[config.mk]
export PLATFORM = sky130hd
export DESIGN_NAME = accseq_top
export DESIGN_NICKNAME = d
export VERILOG_FILES = /design/src/rtl/accseq_pkg.sv /design/src/rtl/accseq_urom.sv /design/src/rtl/accseq_ctrl.sv /design/src/rtl/accseq_alu.sv /design/src/rtl/accseq_top.sv
export SDC_FILE = /design/constraint.sdc
export NUM_CORES = 1
export LEC_CHECK = 0
export BUFFER_PORTS_ARGS = -buffer_cell sky130_fd_sc_hd__buf_4
export CAP_MARGIN = 20
export CORE_MARGIN = 2
export CORE_UTILIZATION = 37
export DETAILED_ROUTE_END_ITERATION = 8
export HOLD_SLACK_MARGIN = 0.08
export MAX_ROUTING_LAYER = met4
export PLACE_DENSITY_LB_ADDON = 0.08
export SKIP_LAST_GASP = 1
export SLEW_MARGIN = 10
export SYNTH_ARGS = -nofsm -noshare
export SYNTH_HDL_FRONTEND = slang
export SYNTH_HIERARCHICAL = 1
export SYNTH_SLANG_ARGS = --single-unit
[constraint.sdc]
create_clock -name clk -period 9.3 [get_ports clk]
set_input_delay 0.93 -clock clk [delete_from_list [all_inputs] [get_ports clk]]
set_output_delay 0.93 -clock clk [all_outputs]
set_load 0.02 [all_outputs]
[src/rtl/accseq_pkg.sv]
package accseq_pkg;

    localparam int WORD_W  = 16;
    localparam int HALF_W  = WORD_W / 2;
    localparam int UADDR_W = 2;
    localparam int FLAG_W  = 4;

    typedef enum logic [2:0] {
        ALU_ADD = 3'd0,
        ALU_OR  = 3'd1,
        ALU_ADC = 3'd2,
        ALU_SBB = 3'd3,
        ALU_AND = 3'd4,
        ALU_SUB = 3'd5,
        ALU_XOR = 3'd6,
        ALU_CMP = 3'd7
    } alu_op_e;

    typedef enum logic [1:0] {
        PH_IDLE   = 2'd0,
        PH_RUN    = 2'd1,
        PH_BUBBLE = 2'd2
    } phase_e;

    typedef struct packed {
        logic                take_lo;
        logic                take_hi;
        logic                load_a;
        logic                br_byte;
        logic [UADDR_W-1:0]  br_tgt;
        logic                near_end;
        logic                fin;
    } uinst_t;

    typedef struct packed {
        logic ov;
        logic sign;
        logic zero;
        logic carry;
    } flags_t;

    function automatic logic is_arith(alu_op_e op);
        return (op == ALU_ADD) || (op == ALU_ADC) || (op == ALU_SUB) ||
               (op == ALU_SBB) || (op == ALU_CMP);
    endfunction

    function automatic logic is_subtract(alu_op_e op);
        return (op == ALU_SUB) || (op == ALU_SBB) || (op == ALU_CMP);
    endfunction

endpackage

[src/rtl/accseq_urom.sv]
module accseq_urom
    import accseq_pkg::*;
(
    input  logic [UADDR_W-1:0] uaddr,
    output uinst_t             uop
);
    localparam logic [UADDR_W-1:0] STEP_ALU = UADDR_W'(2);

    always_comb begin
        uop = '0;
        case (uaddr)
            UADDR_W'(0): begin
                uop.take_lo = 1'b1;
                uop.br_byte = 1'b1;
                uop.br_tgt  = STEP_ALU;
            end
            UADDR_W'(1): uop.take_hi = 1'b1;
            UADDR_W'(2): begin
                uop.load_a   = 1'b1;
                uop.near_end = 1'b1;
            end
            default: uop.fin = 1'b1;
        endcase
    end
endmodule

[src/rtl/accseq_ctrl.sv]
module accseq_ctrl
    import accseq_pkg::*;
(
    input  logic               clk,
    input  logic               rst,
    input  logic               s_valid,
    input  logic               word_op,
    input  uinst_t             uop,
    output logic [UADDR_W-1:0] uaddr,
    output logic               s_ack,
    output logic               accept_op,
    output logic               lo_en,
    output logic               hi_en,
    output logic               load_a_en,
    output logic               near_end,
    output logic               fin
);
    phase_e phase;
    logic   run, need_byte, fetch_ok;

    assign run       = (phase == PH_RUN);
    assign need_byte = run && (uop.take_lo || uop.take_hi);
    assign fetch_ok  = (phase == PH_IDLE) || (run && uop.fin);
    assign s_ack     = s_valid && (need_byte || fetch_ok);
    assign accept_op = s_valid && fetch_ok;
    assign lo_en     = run && uop.take_lo && s_valid;
    assign hi_en     = run && uop.take_hi && s_valid;
    assign load_a_en = run && uop.load_a;
    assign near_end  = run && uop.near_end;
    assign fin       = run && uop.fin;

    always_ff @(posedge clk) begin
        if (rst) begin
            phase <= PH_IDLE;
            uaddr <= '0;
        end else begin
            case (phase)
                PH_IDLE: begin
                    if (s_valid) begin
                        phase <= PH_RUN;
                        uaddr <= '0;
                    end
                end
                PH_BUBBLE: phase <= PH_RUN;
                default: begin
                    if (uop.fin) begin
                        uaddr <= '0;
                        if (!s_valid) phase <= PH_IDLE;
                    end else if (need_byte && !s_valid) begin
                        uaddr <= uaddr;
                    end else if (uop.br_byte && !word_op) begin
                        phase <= PH_BUBBLE;
                        uaddr <= uop.br_tgt;
                    end else begin
                        uaddr <= uaddr + UADDR_W'(1);
                    end
                end
            endcase
        end
    end
endmodule

[src/rtl/accseq_alu.sv]
module accseq_alu
    import accseq_pkg::*;
#(
    parameter int W = WORD_W
) (
    input  alu_op_e      op,
    input  logic         word_op,
    input  logic [W-1:0] a,
    input  logic [W-1:0] b,
    input  logic         cin,
    output logic [W-1:0] res,
    output flags_t       flg
);
    localparam int H = W / 2;

    logic [W:0] ea, eb, r;
    logic       arith, subtr, ma, mb, mr;

    always_comb begin
        ea = word_op ? {1'b0, a} : {{(W-H+1){1'b0}}, a[H-1:0]};
        eb = word_op ? {1'b0, b} : {{(W-H+1){1'b0}}, b[H-1:0]};
        case (op)
            ALU_ADD: r = ea + eb;
            ALU_ADC: r = ea + eb + {{W{1'b0}}, cin};
            ALU_SUB,
            ALU_CMP: r = ea - eb;
            ALU_SBB: r = ea - eb - {{W{1'b0}}, cin};
            ALU_OR:  r = ea | eb;
            ALU_AND: r = ea & eb;
            default: r = ea ^ eb;
        endcase
        arith = is_arith(op);
        subtr = is_subtract(op);
        ma    = word_op ? ea[W-1] : ea[H-1];
        mb    = word_op ? eb[W-1] : eb[H-1];
        mr    = word_op ? r[W-1]  : r[H-1];
        res       = r[W-1:0];
        flg.carry = arith && (word_op ? r[W] : r[H]);
        flg.zero  = word_op ? (r[W-1:0] == '0) : (r[H-1:0] == '0);
        flg.sign  = mr;
        flg.ov    = arith && (subtr ? ((ma != mb) && (mr != ma))
                                    : ((ma == mb) && (mr != ma)));
    end
endmodule

[src/rtl/accseq_top.sv]
module accseq_top
    import accseq_pkg::*;
(
    input  logic              clk,
    input  logic              rst,
    input  logic              s_valid,
    input  logic [HALF_W-1:0] s_data,
    output logic              s_ack,
    output logic [WORD_W-1:0] acc_o,
    output logic [FLAG_W-1:0] flag_o,
    output logic              near_end_o,
    output logic              end_o
);
    localparam int W = WORD_W;
    localparam int H = HALF_W;

    logic [UADDR_W-1:0] uaddr;
    uinst_t             uop;
    logic               accept_op, lo_en, hi_en, load_a_en, fin;
    alu_op_e            op_q;
    logic               word_q;
    logic [W-1:0]       acc_q, tmp_a, tmp_b, alu_res;
    flags_t             flags_q, alu_flg;

    accseq_urom u_rom (.uaddr(uaddr), .uop(uop));

    accseq_ctrl u_ctrl (
        .clk(clk), .rst(rst), .s_valid(s_valid), .word_op(word_q), .uop(uop),
        .uaddr(uaddr), .s_ack(s_ack), .accept_op(accept_op), .lo_en(lo_en),
        .hi_en(hi_en), .load_a_en(load_a_en), .near_end(near_end_o), .fin(fin)
    );

    accseq_alu #(.W(W)) u_alu (
        .op(op_q), .word_op(word_q), .a(tmp_a), .b(tmp_b),
        .cin(flags_q.carry), .res(alu_res), .flg(alu_flg)
    );

    always_ff @(posedge clk) begin
        if (rst) begin
            op_q    <= ALU_ADD;
            word_q  <= 1'b0;
            acc_q   <= '0;
            tmp_a   <= '0;
            tmp_b   <= '0;
            flags_q <= '0;
        end else begin
            if (accept_op) begin
                op_q   <= alu_op_e'(s_data[5:3]);
                word_q <= s_data[0];
            end
            if (lo_en) tmp_b <= {{(W-H){1'b0}}, s_data};
            if (hi_en) tmp_b[W-1:H] <= s_data;
            if (load_a_en) tmp_a <= word_q ? acc_q : {{(W-H){1'b0}}, acc_q[H-1:0]};
            if (fin) begin
                flags_q <= alu_flg;
                if (op_q != ALU_CMP)
                    acc_q <= word_q ? alu_res : {acc_q[W-1:H], alu_res[H-1:0]};
            end
        end
    end

    assign acc_o  = acc_q;
    assign flag_o = flags_q;
    assign end_o  = fin;
endmodule

# After elaboration in Yosys (flattened, before gate mapping)

Cells that the tools add are included.

Register bits after elaboration: 60
Output and inout bits: 23

Equal/unequal tests: 19
Reduce and logical (&&, ||, !) cells: 38
Bitwise gates (word level): 4
Mux-type cells: 28
Add/subtract/negate cells: 5

Operator list:

| operator           | count |
|---|---|
| $pmux 17 s6        | 1 |
| $mux 16            | 4 |
| $mux 2             | 9 |
| $add 17x1->17      | 1 |
| $add 17x17->17     | 1 |
| $and 17x17->17     | 1 |
| $or 17x17->17      | 1 |
| $sub 17x1->17      | 1 |
| $sub 17x17->17     | 1 |
| $xor 17x17->17     | 1 |
| $logic_not 16->1   | 1 |
| $logic_and 1x1->1  | 15 |
| $mux 1             | 10 |
| $eq 3x3->1 const B | 3 |
| $logic_or 1x1->1   | 9 |
| $logic_not 8->1    | 1 |
| $mux 8             | 1 |
| $pmux 2 s2         | 2 |
| $eq 3x2->1 const B | 2 |
| $reduce_and 3->1   | 2 |
| $eq 2x1->1 const B | 2 |
| $eq 2x2->1 const B | 2 |
| $logic_not 2->1    | 2 |
| $ne 4x1->1 const B | 1 |
| other kinds (18)   | 20 |

# Logic depth before layout (Yosys ltp)

Gate-level depths: netlist of the first run.

Word-level depth: 9
Mapped depth: 18

# Cells and area by module

Netlist of the first run, hierarchy kept.

By module, submodules not included:

| module      | cells an instance | times used | area an instance (µm²) | sequential area each (µm²) |
|---|---|---|---|---|
| accseq_alu  | 655               | 1          | 4,375.4                | 0.0 |
| accseq_top  | 222               | 1          | 2,185.8                | 1,121.1 |
| accseq_ctrl | 41                | 1          | 307.8                  | 80.1 |
| accseq_urom | 9                 | 1          | 60.1                   | 0.0 |

# Worst setup path before layout of the first run

Ideal clock, no wire load.

Kind: register -> register
Start point: register word_q
End point: register flags_q, in the netlist flag_o[1]
Clock period less this slack: 4.535 ns
Data arrival time: 4.471 ns
Setup slack: 4.765 ns
Cell stages (with the launch flop): 18
Buffers on the path: 4
Cells stage by stage: dfxtp_1 -> clkbuf_1 -> clkbuf_1 -> nand2_1 -> ha_1 -> clkbuf_1 -> clkbuf_1 -> o31ai_1 -> a21o_1 -> a221oi_1 -> nand3_2 -> or4_4 -> mux2i_1 -> a211o_1 -> or4b_1 -> o41ai_2 -> mux2i_1 -> nor2_1

RTL lines:

| element                  | RTL line         | text |
|---|---|---|
| start: declaration       | accseq_top.sv:21 | `logic word_q;` |
| start signal: assignment | accseq_top.sv:49 | `word_q <= s_data[0];` |
| end signal: assignment   | accseq_top.sv:55 | `flags_q <= alu_flg;` |
| end: declaration         | accseq_top.sv:23 | `flags_t flags_q, alu_flg;` |

==> impl_summary.txt, run 1 <==
----------------------------------------------------
[Global route]
  Overall routing resource usage ... 23.6%
  Global-route wire length before repair ... 35700 um
  Largest net degree at the start of global routing ... 77
  Via count of the first global-routing pass ... 6234
  Leftover overflow at the end of global routing ... 0
  Antenna violations before repair ... 0

[Clock tree]
  Number of hold buffers added after cts ... 0
  Num Clock Sinks ... 60
  Maximum root-to-sink buffer count ... 2
  Clock tree from TritonCTS ... yes
  Htree depth ... 3
  Cts bufs inserted ... 9
  Source-to-sink clock delay at the later pin of the worst-skew pair ... 0.33 ns
  Clk pin slew, worst setup/hold paths ... 0.05 ns
  Cell chosen for the clock root ... sky130_fd_sc_hd__clkbuf_16
  Resized cells post-CTS ... 0
  Buffers inserted by post-CTS timing repair ... 0

[Critical path]
  Cell with the largest stage delay on the worst path ... sky130_fd_sc_hd__or4_4
  Worst Path Buf+Inv ... 1
  Critical Path Start Type ... register
  Required time at the endpoint of the critical path ... 9.56 ns
  Critical path origin ... tmp_b[2]$_SDFFE_PP0P_
  Data arrival time of the critical path ... 5.02 ns
  Worst flop-to-flop path startpoint ... tmp_b[2]$_SDFFE_PP0P_
  Capturing element type of the critical path ... register
  Highest cell delay on the worst timing path ... 0.60 ns
  CP delay by family, top ... compound AO/OA/AOI/OAI gates
  Endpoint of the worst setup timing path ... flag_o[1]$_SDFFE_PP0P_
  Largest fanout on the critical path ... 12
  Reg-to-Reg End ... flag_o[1]$_SDFFE_PP0P_
  Register-to-Register Setup Slack ... 4.55 ns
  Cells along the critical path ... inv_1 > ha_1 > nor2_1 > o311ai_2 > a31oi_1 > a221oi_1 > nand3_2 > or4_4 > mux2i_1 > a211o_1 > or4b_1 > o41ai_2 > mux2i_1 > nor2_1
  Critical path class ... register to register
  Cell depth of the worst flop-to-flop path ... 14
  Critical path depth in cells ... 14

[Floorplan]
  Number of core rows ... 50
  Area enclosed by the die boundary ... 0.0198 mm2
  Area of the placeable core ... 0.0185 mm2
  Number of primary I/O pins ... 34
  Y dimension of the die ... 141 um
  Starting utilization of the core area ... 37.4%
  Floorplan die width ... 141 um

[Power]
  Worst IR drop on VDD ... 0.161 mV
  Total power density per cell area ... 121 mW/mm2
  Pleak ... 2.95 nW

[Synthesis]
  Cell area after synthesis ... 0.00693 mm2
  Sequential fraction of the synthesis area ... 17.3%
  Count of flip-flops with a built-in enable after synthesis ... 0
  Largest family of logic cells by synthesized area ... simple AND/OR/NAND/NOR gates
  Flops & latches, synth ... 60
  Synthesized area divided by synthesized cell count ... 7.47 um2
  XOR/XNOR Fraction of Synth Area ... 3.52%
  Fraction of synthesized area in multiplexers ... 6.10%
  Compound-Gate Fraction of Synth Area ... 26.9%
  Number of different library cells in the post-synthesis netlist ... 96
  Number of standard cells after synthesis ... 927
  Simple-gate area share of the yosys netlist ... 29.1%
  Fraction of registers with async set or reset after synthesis ... 0%
  Primary FF master, synth ... sky130_fd_sc_hd__dfxtp_1
  Arithmetic-cell share of the synthesized area counting full adders, half adders and majority gates ... 9.97%
  Synthesis warning total ... 6
  Number of nets in the synthesized netlist ... 992

[Detailed routing]
  Vias post-DR ... 6813
  # DRC ... 0
  Final antenna-violating net count ... 0
  Number of DRC violations after detailed-routing iteration 0 ... 468
  Number of vias per cell ... 5.89
  Routed Wire Length ... 22900 um
  Length of the first detailed-routing pass in iterations ... 8
  Detailed-route wire length per cell ... 19.8 um

[Timing]
  Setup repair after global routing missed its margin ... false
  Post-route clock period utilization ... 51.1%
  Minimum clock period ... 4.75 ns
  Worst hold margin ... 0.460 ns
  Worst max-slew margin expressed relative to the limit ... 25.1%
  Final hold violation count ... 0
  Least-Margin Pin Slew ... 1.11 ns
  Clock Skew ... 0.0108 ns
  Maximum frequency from static timing analysis ... 0.210 GHz
  Fin. max-slew vios ... 0
  Final-layout setup total negative slack ... 0 ns
  Number of endpoints failing setup at the final stage ... 0

[Final layout]
  Fraction of final layout cells sized beyond drive strength 1 ... 9.53%
  # nets final ... 983
  Most frequent cells in the layout ... 102 x sky130_fd_sc_hd__nor2_1, 59 x sky130_fd_sc_hd__dfxtp_1, 56 x sky130_fd_sc_hd__a21oi_1, 56 x sky130_fd_sc_hd__inv_1, 52 x sky130_fd_sc_hd__ha_1
  Antenna Diode Count ... 0
  Most common library cell in the layout ignoring fill and taps ... sky130_fd_sc_hd__nor2_1
  Total of fill cells in the finished design ... 1968
  Growth of design area from synthesis to finish ... 9.25%

[Placement]
  Number of buffer cells added on primary ports ... 33
  Dpl hpwl ... 17600 um
  Weighted congestion reported at the end of routability-driven placement ... 0.928

[Run status]
  Status ... complete, no violations

[Flow run]
  Max-cap violation count ... 0

[Worst hold path]
  Worst Hold Class ... register to register

----------------------------------------------------
[through the flow]
stage                     setup slack [ns]  total power (W)  cells  area (um2)  util, %
after floorplan                       4.77         0.000494    927        6930        -
after global placement                4.64         0.000564   1140        7220     39.0
after detailed placement              4.60         0.000562   1141        7250     39.2
after CTS                             4.59         0.000922   1157        7570     40.9
after global routing                  4.20         0.000965   1157        7570     40.9
final                                 4.55         0.000919   1157        7570     40.9
[state kept, by name, summed over array words and instances, names as in the netlist]
register,count
acc_o,16
u_ctrl/phase,2
flag_o,4
tmp_a,16
u_ctrl/uaddr,2
tmp_b,16
op_q,3
word_q,1
[cell usage after synthesis, types with 5 or more instances]
cell type | count | share of area (%)
sky130_fd_sc_hd__nor3b_1 | 9 | 0.98
sky130_fd_sc_hd__buf_2 | 14 | 1.0
sky130_fd_sc_hd__inv_1 | 56 | 3.0
sky130_fd_sc_hd__nor2b_1 | 13 | 1.2
sky130_fd_sc_hd__a31oi_1 | 7 | 0.63
sky130_fd_sc_hd__mux2i_1 | 40 | 5.8
sky130_fd_sc_hd__nor3_1 | 21 | 1.5
sky130_fd_sc_hd__ha_1 | 52 | 9.4
sky130_fd_sc_hd__xor2_1 | 11 | 1.4
sky130_fd_sc_hd__o22ai_1 | 10 | 0.90
sky130_fd_sc_hd__nor4_1 | 9 | 0.81
sky130_fd_sc_hd__nor2_1 | 102 | 5.5
sky130_fd_sc_hd__o21a_1 | 7 | 0.76
sky130_fd_sc_hd__dfxtp_1 | 60 | 17
sky130_fd_sc_hd__nand2_1 | 48 | 2.6
sky130_fd_sc_hd__o31a_1 | 5 | 0.63
sky130_fd_sc_hd__o21ai_1 | 11 | 0.79
sky130_fd_sc_hd__a21o_1 | 17 | 1.8
sky130_fd_sc_hd__buf_4 | 7 | 0.76
sky130_fd_sc_hd__or3_1 | 8 | 0.72
sky130_fd_sc_hd__xnor2_1 | 15 | 1.9
sky130_fd_sc_hd__nand3_1 | 23 | 1.7
sky130_fd_sc_hd__clkbuf_1 | 29 | 1.6
sky130_fd_sc_hd__a211oi_1 | 17 | 1.8
sky130_fd_sc_hd__o31ai_1 | 9 | 0.98
sky130_fd_sc_hd__o211ai_1 | 16 | 1.7
sky130_fd_sc_hd__nand2b_1 | 49 | 4.4
sky130_fd_sc_hd__o21ai_0 | 33 | 2.4
sky130_fd_sc_hd__and3_1 | 12 | 1.1
sky130_fd_sc_hd__or2_2 | 7 | 0.63
sky130_fd_sc_hd__or4_1 | 5 | 0.54
sky130_fd_sc_hd__a211o_1 | 8 | 1.0
sky130_fd_sc_hd__and2_1 | 14 | 1.3
sky130_fd_sc_hd__nand4_1 | 5 | 0.45
sky130_fd_sc_hd__buf_1 | 5 | 0.27
sky130_fd_sc_hd__nand4b_1 | 11 | 1.4
sky130_fd_sc_hd__a21oi_1 | 56 | 4.0
sky130_fd_sc_hd__a221oi_1 | 9 | 1.1
[where the power goes]
part	leakage (nW)	internal (W)	switching, W
combinational	2.31	0.000107	0.000178
clock	0.153	0.000241	0.000116
sequential	0.485	0.000264	0.0000129
[worst reg2reg max path: cells and delay by family, from the launching register on]
family          cells  cell delay [ns]
compound gates      5             1.86
fa+ha+maj           1             0.58
buf+inv             1             0.08
flops               1             0.38
mux                 2             0.25
simple gates        5             1.55
[layer usage]
layer	global-route usage, %	share of wire (%)	vias up
li1	-	-	3345
met4	6.05	1.7	0
met5	-	0	-
met1	33.9	50	3235
met2	35.7	44	207
met3	1.94	4.5	26
[cell type report]
| cell class | instances | area, um2 | area share (%) |
|---|---|---|---|
| multi-input combinational | 752 | 5240 | 69.2 |
| clock inverter | 4 | 72.6 | 0.959 |
| timing repair buffer | 38 | 305 | 4.03 |
| tap | 234 | 293 | 3.87 |
| sequential | 60 | 1200 | 15.9 |
| clock buffer | 12 | 246 | 3.26 |
| inverter | 57 | 214 | 2.83 |
[worst min-delay path by stage]
stage	start	to	slack (ns)	depth (start not counted)
CTS	tmp_a[8]$_SDFFE_PP0P_	tmp_a[8]$_SDFFE_PP0P_	0.46	2
global route	tmp_a[12]$_SDFFE_PP0P_	tmp_a[12]$_SDFFE_PP0P_	0.49	2
finish	tmp_a[8]$_SDFFE_PP0P_	tmp_a[8]$_SDFFE_PP0P_	0.46	2
global placement	tmp_a[12]$_SDFFE_PP0P_	tmp_a[12]$_SDFFE_PP0P_	0.45	2
detailed placement	tmp_a[9]$_SDFFE_PP0P_	tmp_a[9]$_SDFFE_PP0P_	0.45	2
floorplan	tmp_a[8]$_SDFFE_PP0P_	tmp_a[8]$_SDFFE_PP0P_	0.44	2
[cell families after synthesis]
family	Yosys count
fa+ha+maj	54
simple gates	367
xor+xnor	27
other cells	1
flops	60
buf+inv	115
mux	42
compound gates	261
Power figures use the tool's default switching activity.
==> inputs of run 2 (changes only) <==
clock period = 4.65 ns   (was 9.3 ns; I/O delays follow)
==> run 2 against run 1 <==
Against the previous run: routed wire length is 0.48% higher; worst hold slack worse by 0.061 ns; total power is 92% higher; cell count is 2.9% higher; first-iteration DRC count is 6.2% lower; utilization is 1.7 points higher; non-clock buffer count is 33 higher; critical path depth stayed put; combinational power is 120% higher.
==> impl_summary.txt, run 2 (same netlist as run 1, synthesis figures left out) <==
----------------------------------------------------
[Detailed routing]
  Detailed-route wire length per cell ... 19.3 um
  Final antenna-violating net count ... 0
  Length of the first detailed-routing pass in iterations ... 7
  # DRC ... 0
  Vias post-DR ... 6856
  Number of vias per cell ... 5.76
  Number of DRC violations after detailed-routing iteration 0 ... 439
  Routed Wire Length ... 23000 um

[Power]
  Power share of the combinational group ... 34.8%
  Reported net switching power ... 0.000617 W
  Worst IR drop on VDD ... 0.279 mV
  Clock network fraction of total power ... 34.0%
  Total power density per cell area ... 224 mW/mm2
  Pleak ... 3.11 nW
  Fraction of power consumed by sequential logic ... 31.2%
  Switching Share ... 34.9%
  Internal power component ... 0.00115 W

[Timing]
  Number of endpoints failing setup at the final stage ... 0
  Clock Skew ... 0.00406 ns
  Worst max-slew margin expressed relative to the limit ... 28.4%
  Final-layout setup total negative slack ... 0 ns
  Minimum clock period ... 4.46 ns
  Post-route clock period utilization ... 96.0%
  Maximum frequency from static timing analysis ... 0.224 GHz
  Least-Margin Pin Slew ... 1.07 ns
  Slack of the critical path ... 0.187 ns
  Fin. max-slew vios ... 0
  Worst hold margin ... 0.399 ns
  Final hold violation count ... 0

[Clock tree]
  Cts bufs inserted ... 9
  Number of hold buffers added after cts ... 0
  Num Clock Sinks ... 60
  Source-to-sink clock delay at the later pin of the worst-skew pair ... 0.33 ns
  Clk pin slew, worst setup/hold paths ... 0.05 ns
  Cell chosen for the clock root ... sky130_fd_sc_hd__clkbuf_16
  Htree depth ... 3
  Maximum root-to-sink buffer count ... 2
  Clock tree from TritonCTS ... yes

[Global route]
  Overall routing resource usage ... 23.4%
  Global-route wire length before repair ... 35700 um
  Via count of the first global-routing pass ... 6361
  Antenna violations before repair ... 0
  Largest net degree at the start of global routing ... 77
  Leftover overflow at the end of global routing ... 0

[Final layout]
  # nets final ... 1016
  Growth of design area from synthesis to finish ... 13.7%
  Most common library cell in the layout ignoring fill and taps ... sky130_fd_sc_hd__nor2_1
  Antenna Diode Count ... 0
  Fraction of final layout cells sized beyond drive strength 1 ... 14.9%
  Post-route core utilization ... 42.5%
  Layout Cells excl Fill ... 1190
  Total of fill cells in the finished design ... 1969
  Most frequent cells in the layout ... 101 x sky130_fd_sc_hd__nor2_1, 70 x sky130_fd_sc_hd__buf_4, 58 x sky130_fd_sc_hd__dfxtp_1

[Critical path]
  Capturing element type of the critical path ... register
  Largest fanout on the critical path ... 4
  Data arrival time of the critical path ... 4.72 ns
  Required time at the endpoint of the critical path ... 4.91 ns
  Critical Path Start Type ... register
  Critical path class ... register to register

[Floorplan]
  Number of primary I/O pins ... 34
  Area enclosed by the die boundary ... 0.0198 mm2
  Number of core rows ... 50
  Starting utilization of the core area ... 37.4%
  Area of the placeable core ... 0.0185 mm2
  Floorplan die width ... 141 um
  Y dimension of the die ... 141 um

[Flow run]
  Max-cap violation count ... 0

[Placement]
  Pre-CTS setup slack ... 0.0473 ns
  Number of buffer cells added on primary ports ... 33
  Number of cells in the design after placement ... 1171
  Dpl hpwl ... 18000 um
  Weighted congestion reported at the end of routability-driven placement ... 0.915

[Run status]
  Status ... complete, no violations

[Worst hold path]
  Worst Hold Class ... input port to register

----------------------------------------------------
[run 2: cell types whose count changed in the layout (fill, tap and decap cells not counted), sizes merged]
| cell | previous run | this run |
|---|---|---|
| clkbuf | 12 | 11 |
| buf | 38 | 71 |
| bufinv | 2 | 0 |
| clkinv | 1 | 4 |
[run 2: stage by stage]
stage / total power, W / area (um2)
3_3_place_gp: 0.00116 / 7470
2_1_floorplan: 0.000989 / 6930
3_5_place_dp: 0.00115 / 7470
4_1_cts: 0.00175 / 7740
5_1_grt: 0.00186 / 7880
6_report: 0.00177 / 7880
[run 2: what timing repair did]
| action | CTS | global route |
|---|---|---|
| setup endpoints to repair | 0 | 2 |
| gates resized for setup | 0 | 26 |
| buffers inserted | 0 | 3 |
[run 2: worst paths after layout]
kind / startpoint / end / slack [ns] / cells after the start
worst max-delay path: tmp_b[1]$_SDFFE_PP0P_ / flag_o[1]$_SDFFE_PP0P_ / 0.19 / 14
worst min-delay path: s_data[7] / tmp_b[15]$_SDFFE_PP0P_ / 0.40 / 3
worst max register to register: tmp_b[1]$_SDFFE_PP0P_ / flag_o[1]$_SDFFE_PP0P_ / 0.19 / 14
worst min register to register: tmp_a[11]$_SDFFE_PP0P_ / tmp_a[11]$_SDFFE_PP0P_ / 0.46 / 2
[run 2: cell type report]
class / instances / area, um2 / area share, %
repair buffers: 71 / 546 / 6.93
clock inverters: 5 / 27.5 / 0.349
clock buffers: 11 / 243 / 3.08
inverters: 57 / 214 / 2.72
flip-flops and latches: 60 / 1200 / 15.3
well taps: 234 / 293 / 3.72
multi-input cells: 752 / 5350 / 67.9
[run 2: critical path, cell delays in order, from the launching register on]
cell	delay, ns
sky130_fd_sc_hd__dfxtp_1	0.30
sky130_fd_sc_hd__inv_1	0.16
sky130_fd_sc_hd__ha_4	0.24
sky130_fd_sc_hd__or2_4	0.25
sky130_fd_sc_hd__a2111o_1	0.45
sky130_fd_sc_hd__or3_4	0.42
sky130_fd_sc_hd__a2111oi_4	0.41
sky130_fd_sc_hd__nand3_2	0.17
sky130_fd_sc_hd__or4_4	0.58
sky130_fd_sc_hd__mux2i_1	0.13
sky130_fd_sc_hd__a211o_1	0.26
sky130_fd_sc_hd__or4b_1	0.51
sky130_fd_sc_hd__o41ai_2	0.30
sky130_fd_sc_hd__mux2i_1	0.11
sky130_fd_sc_hd__nor2_1	0.10
[run 2: routing by layer]
metal	GRT usage [%]	vias up	wire length, um
li1	-	3418	-
met1	33.5	3239	11400
met5	-	-	0
met2	35.8	176	10100
met4	5.05	0	285
met3	2.51	23	1190
[run 2: power by group through the flow]
stage | combinational, W | sequential [W] | clock [W]
after CTS | 0.000593 | 0.000550 | 0.000610
final | 0.000614 | 0.000551 | 0.000601
after floorplan | 0.000436 | 0.000553 | 0
after detailed placement | 0.000589 | 0.000561 | 0
after global routing | 0.000672 | 0.000553 | 0.000632
after global placement | 0.000594 | 0.000561 | 0
